### src/rtl/actuator_mode_pkg.sv
package actuator_mode_pkg;

    typedef enum logic [1:0] {
        MODE_SHUTDOWN = 2'd0,
        MODE_STANDBY  = 2'd1,
        MODE_ACTIVE   = 2'd2
    } pwr_mode_e;

endpackage

### src/rtl/scl_low_timer.sv
module scl_low_timer #(
    parameter int LIMIT_CYC = 62500
) (
    input  logic clk,
    input  logic rst_n,
    input  logic scl_low,
    output logic expired
);
    localparam int CNT_W = (LIMIT_CYC > 2) ? $clog2(LIMIT_CYC) : 1;
    localparam logic [CNT_W-1:0] TOP = CNT_W'(LIMIT_CYC - 1);

    // counts earlier consecutive low samples, saturating at LIMIT-1
    logic [CNT_W-1:0] cnt_q;

    always_ff @(posedge clk or negedge rst_n) begin
        if (!rst_n) begin
            cnt_q <= '0;
        end else if (!scl_low) begin
            cnt_q <= '0;
        end else if (cnt_q != TOP) begin
            cnt_q <= cnt_q + 1'b1;
        end
    end

    // this sample is the LIMIT-th consecutive low one
    assign expired = scl_low && (cnt_q == TOP);

endmodule

### src/rtl/mode_fsm.sv
module mode_fsm
    import actuator_mode_pkg::*;
(
    input  logic      clk,
    input  logic      rst_n,
    input  logic      scl_low,
    input  logic      timeout,
    input  logic      cur_nz,
    input  logic      sw_rst,
    input  logic      flt_ot,
    input  logic      flt_any,
    output pwr_mode_e state_q,
    output logic      stage_en,
    output logic      load_dflt,
    output logic      cur_clr,
    output logic      stat_clr
);
    pwr_mode_e nxt;
    logic      ld_nxt, cc_nxt, sc_nxt;

    always_comb begin
        nxt    = state_q;
        ld_nxt = 1'b0;
        cc_nxt = 1'b0;
        sc_nxt = 1'b0;
        if (timeout) begin
            nxt = MODE_SHUTDOWN;                 // TIMEOUT
        end else begin
            unique case (state_q)
                MODE_SHUTDOWN: begin
                    if (!scl_low) begin
                        nxt    = MODE_STANDBY;   // WAKE
                        ld_nxt = 1'b1;
                    end
                end
                MODE_STANDBY: begin
                    if (sw_rst) begin
                        ld_nxt = 1'b1;           // SOFT_RESET
                    end else if (cur_nz && !flt_ot) begin
                        nxt    = MODE_ACTIVE;    // START
                        sc_nxt = 1'b1;
                    end
                end
                MODE_ACTIVE: begin
                    if (sw_rst) begin
                        nxt    = MODE_STANDBY;   // SOFT_RESET
                        ld_nxt = 1'b1;
                    end else if (flt_any) begin
                        nxt    = MODE_STANDBY;   // FAULT_STOP
                        cc_nxt = 1'b1;
                    end else if (!cur_nz) begin
                        nxt    = MODE_STANDBY;   // IDLE
                    end
                end
                default: begin
                    nxt = MODE_SHUTDOWN;
                end
            endcase
        end
    end

    always_ff @(posedge clk or negedge rst_n) begin
        if (!rst_n) begin
            state_q <= MODE_SHUTDOWN;
        end else begin
            state_q <= nxt;
        end
    end

    always_ff @(posedge clk or negedge rst_n) begin
        if (!rst_n) begin
            stage_en  <= 1'b0;
            load_dflt <= 1'b0;
            cur_clr   <= 1'b0;
            stat_clr  <= 1'b0;
        end else begin
            stage_en  <= (nxt == MODE_ACTIVE);
            load_dflt <= ld_nxt;
            cur_clr   <= cc_nxt;
            stat_clr  <= sc_nxt;
        end
    end

endmodule

### src/rtl/actuator_mode_ctrl.sv
module actuator_mode_ctrl
    import actuator_mode_pkg::*;
#(
    parameter int CLK_HZ  = 125_000_000,
    parameter int HOLD_US = 500,
    parameter int CODE_W  = 10
) (
    input  logic              clk,
    input  logic              rst_n,
    input  logic              scl_low,
    input  logic [CODE_W-1:0] cur_code,
    input  logic              sw_rst,
    input  logic              flt_ot,
    input  logic              flt_short,
    input  logic              flt_open,
    output logic [1:0]        mode,
    output logic              stage_en,
    output logic              load_dflt,
    output logic              cur_clr,
    output logic              stat_clr
);
    localparam int LIMIT_CYC = (CLK_HZ / 1000) * HOLD_US / 1000;

    logic      timeout;
    pwr_mode_e state;

    scl_low_timer #(
        .LIMIT_CYC (LIMIT_CYC)
    ) u_timer (
        .clk     (clk),
        .rst_n   (rst_n),
        .scl_low (scl_low),
        .expired (timeout)
    );

    mode_fsm u_fsm (
        .clk       (clk),
        .rst_n     (rst_n),
        .scl_low   (scl_low),
        .timeout   (timeout),
        .cur_nz    (|cur_code),
        .sw_rst    (sw_rst),
        .flt_ot    (flt_ot),
        .flt_any   (flt_ot | flt_short | flt_open),
        .state_q   (state),
        .stage_en  (stage_en),
        .load_dflt (load_dflt),
        .cur_clr   (cur_clr),
        .stat_clr  (stat_clr)
    );

    assign mode = state;

endmodule

### config.mk
export PLATFORM = sky130hd
export DESIGN_NAME = actuator_mode_ctrl
export DESIGN_NICKNAME = d
export VERILOG_FILES = /design/src/rtl/actuator_mode_pkg.sv /design/src/rtl/scl_low_timer.sv /design/src/rtl/mode_fsm.sv /design/src/rtl/actuator_mode_ctrl.sv
export SDC_FILE = /design/constraint.sdc
export NUM_CORES = 1
export LEC_CHECK = 0
export CAP_MARGIN = 20
export CORE_MARGIN = 2
export CORE_UTILIZATION = 45
export DETAILED_ROUTE_END_ITERATION = 7
export PLACE_DENSITY = 0.74
export SYNTH_ARGS = -nofsm -noshare
export SYNTH_HDL_FRONTEND = slang
export SYNTH_SLANG_ARGS = --single-unit
### constraint.sdc
create_clock -name clk -period 1.8 [get_ports clk]
set_input_delay 0.27 -clock clk [delete_from_list [all_inputs] [get_ports clk]]
set_output_delay 0.27 -clock clk [all_outputs]
set_load 0.005 [all_outputs]
==> results.md <==
* Pwr Total at 1.34 mW
* Final core utilization at 66.5%
* Period minus WS final at 1.89 ns
* Tot GR Track Use at 19.1%
* Hold_buf cts at 0
* H-Tree Depth at 1
* Routed Wire Length at 2.71 mm
* Share of cells above drive strength 1 at 19.8%
* DIE AREA at 3090 um2
* Fin. Hold Viols at 0
* Largest buffer count on any clock path at 2
* First-pass GRT wire length at 4.75 mm
* GPL Wtd Cong at 0.830
* Synth warnings at 0
* Pwr per Cell Area at 805 nW/um2
* HPWL after DPL at 2.14 mm
* CP startpoint kind: flop
* Post-route cell area at 1660 um2
* DRT met1 WL at 1.21 mm
* Max Slew Vio Count at 0
* Critical path class: reg2reg
* Mapped Area at 1200 um2
* Number of global-route vias before repair at 1134
* Endpoint class of the critical path: flop
* Nets at 190
* Reg2reg path depth at 4
* R2R Path End: u_fsm.load_dflt
* Root buf cell: clkbuf_4
* Worst min path class: in2async
* Worst R2R Start: u_timer.cnt_q[3]
* Die Span Y at 55.6 um
* EDFF count, synth at 0
* Residual DRC at 0
* Relative slew slack at 76.5%
* Seq cells post-synth at 22
* Worst-path maximum fanout at 6
* Iter 0 DRT Violations at 30
* Post-synthesis instance total at 122
* Setup violations, final at 9
* Placed cell count at 194
* Leak pwr at 0.731 nW
* Final setup margin at -0.0946 ns
* First-pass DRT Iterations at 4
* Worst-Skew Late Latency at 0.32 ns
* Largest net degree at the start of global routing at 23
* Part of the cycle the worst path needs at 105%
* Peak supply drop at 0.616 mV
* Port-buffer cells at 22
* R2r setup slk at -0.09 ns
* Core ar. at 2500 um2
* Via density at 5.38
* Final Skew at 0.00457 ns
* Critical path cell sequence: or4_1, or4_4, o211ai_2, a21oi_1
* TritonCTS Buffers at 3
* Reg clk slew, reported paths at 0.13 ns
* Register area share after synthesis at 46.0%
* Initial antenna violation count at 0
* Gr ovfl total at 0
* Starting density of the core at 47.8%
* Async SR Flop Fraction at 100%
* P&R area growth vs syn at 39.0%
* Routed wire length per instance at 13.7 um
* Syn Nets at 144
* DR top layer: met4
* Clock Sinks at 22
* TNS Setup at -0.594 ns
* Routed via count at 1059
* Max cap viols at 0
* Routed Antenna Nets at 0
* Met3 WL at 116 um
* Routed wl met2 at 1.36 mm
* Most used DFF post-synth: dfrtp_1
* Worst path max stage delay at 0.62 ns
* Unrepaired setup endpoints after global routing: true
* Critical Path Slowest Stage Cell: or4_4
* Synth unique cells at 35
* Failing checks: setup timing
* Slew at the pin with the worst max-slew slack at 0.351 ns
* Antenna diode count at 0
* Fin cells at 197
* Area after DPL at 1610 um2
* Width of the die at 55.6 um
* Row cnt at 18
* Outcome: finished with violations
* CTS tree: built
* I/O pin count at 23
* Max Fclk at 528 MHz
* Syn Area/Cell at 9.80 um2
* Critical Path RT at 2.02 ns
* CP arrival at 2.12 ns
cells in the final DEF (no fill, tap or decap), types with 2 or more instances in the layout:
| cell type | netlist | routed |
|---|---|---|
| clkbuf_4 | 0 | 3 |
| a31oi_1 | 2 | 2 |
| nand2b_1 | 2 | 2 |
| buf_4 | 0 | 21 |
| nand3_1 | 7 | 7 |
| nor2_1 | 14 | 13 |
| dfrtp_1 | 22 | 22 |
| clkdlybuf4s50_1 | 0 | 22 |
| inv_1 | 5 | 5 |
| nor4_1 | 6 | 6 |
| nor3_1 | 2 | 2 |
| and3_1 | 2 | 2 |
| xnor2_1 | 4 | 4 |
| or3_1 | 4 | 3 |
| or4_1 | 4 | 3 |
| ha_1 | 5 | 4 |
| nand2_1 | 6 | 6 |
| or4bb_1 | 2 | 2 |
| nor2b_1 | 2 | 2 |
| nand4_1 | 2 | 2 |
| o31ai_1 | 4 | 4 |
| xor2_1 | 6 | 6 |
| a21oi_1 | 6 | 6 |
through the flow:
stage / hold slack, ns / setup WS [ns]
2_1_floorplan: -0.0256 / -0.106
3_3_place_gp: 0.525 / -0.0905
3_5_place_dp: 0.555 / -0.0991
4_1_cts: 0.276 / -0.110
5_1_grt: 0.316 / -0.164
6_report: 0.274 / -0.0946
logic make-up after synthesis:
| kind of cell | Yosys count | share of synthesized area [%] |
|---|---|---|
| and+or+nand+nor | 57 | 26.5 |
| DFF | 22 | 46.0 |
| AOI/OAI and AO/OA | 19 | 11.0 |
| xor gates and xnor gates | 10 | 7.32 |
| buffers and inverters | 8 | 3.14 |
| adders and majority gates | 5 | 5.23 |
| muxes | 1 | 0.837 |
Yosys cell counts (2+ instances only):
master | instances | area [um2]
nor2b_1 | 2 | 12.5
or4_1 | 4 | 30.0
or4bb_1 | 2 | 22.5
xor2_1 | 6 | 52.6
nand3_1 | 7 | 35.0
nand2b_1 | 2 | 12.5
nor3_1 | 2 | 10.0
inv_1 | 5 | 18.8
or3_1 | 4 | 25.0
nand4_1 | 2 | 12.5
o31ai_1 | 4 | 30.0
a21oi_1 | 6 | 30.0
xnor2_1 | 4 | 35.0
and3_1 | 2 | 12.5
nor2_1 | 14 | 52.6
ha_1 | 5 | 62.6
nand2_1 | 6 | 22.5
dfrtp_1 | 22 | 551
nor4_1 | 6 | 37.5
a31oi_1 | 2 | 12.5
power breakdown:
part           switching [mW]  internal, mW  total [mW]
clock network           0.163         0.225       0.388
registers              0.0236         0.534       0.558
logic                   0.171         0.222       0.393
total                   0.357         0.982        1.34
metal layers:
layer  vias to the layer above  global-route usage (%)
met4                         0                    8.01
met2                        27                    31.8
met5                         -                       0
li1                        536                       -
met1                       493                    24.0
met3                         3                    3.75
registers in the layout, indices dropped and copies added (netlist names):
name	cells
u_fsm.stage_en	1
u_fsm.stat_clr	1
u_fsm.load_dflt	1
u_fsm.cur_clr	1
u_timer.cnt_q	16
u_fsm.state_q	2
worst max path at each step:
| stage | start | endpoint |
|---|---|---|
| 2_1_floorplan | u_timer.cnt_q[0] | u_fsm.load_dflt |
| 3_3_place_gp | u_timer.cnt_q[3] | u_fsm.cur_clr |
| 3_5_place_dp | u_timer.cnt_q[3] | u_fsm.load_dflt |
| 4_1_cts | u_timer.cnt_q[3] | u_fsm.load_dflt |
| 5_1_grt | u_timer.cnt_q[1] | u_timer.cnt_q[1] |
| 6_report | u_timer.cnt_q[3] | u_fsm.load_dflt |
final cells by class:
class	instances	area, um2
Clock buffer	3	22.5
Clock inverter	1	30.0
Fill cell	190	837
Inverter	6	22.5
Multi-Input combinational cell	92	622
Sequential cell	22	551
Tap cell	30	37.5
Timing Repair Buffer	43	378
worst max-delay path: cells and delay by family, from the launching register on:
kind / cells / cell delay [ns]
DFF: 1 / 0.41
and+or+nand+nor: 2 / 1.13
AOI/OAI and AO/OA: 2 / 0.26
what timing repair did:
action / 4_1_cts / 5_1_grt
buffers inserted: 0 / 0
resized for setup: 1 / 2
endpoints found under the setup margin: 9 / 11
pin swaps: 0 / 3
No activity file was read; power rests on OpenSTA's default activity.
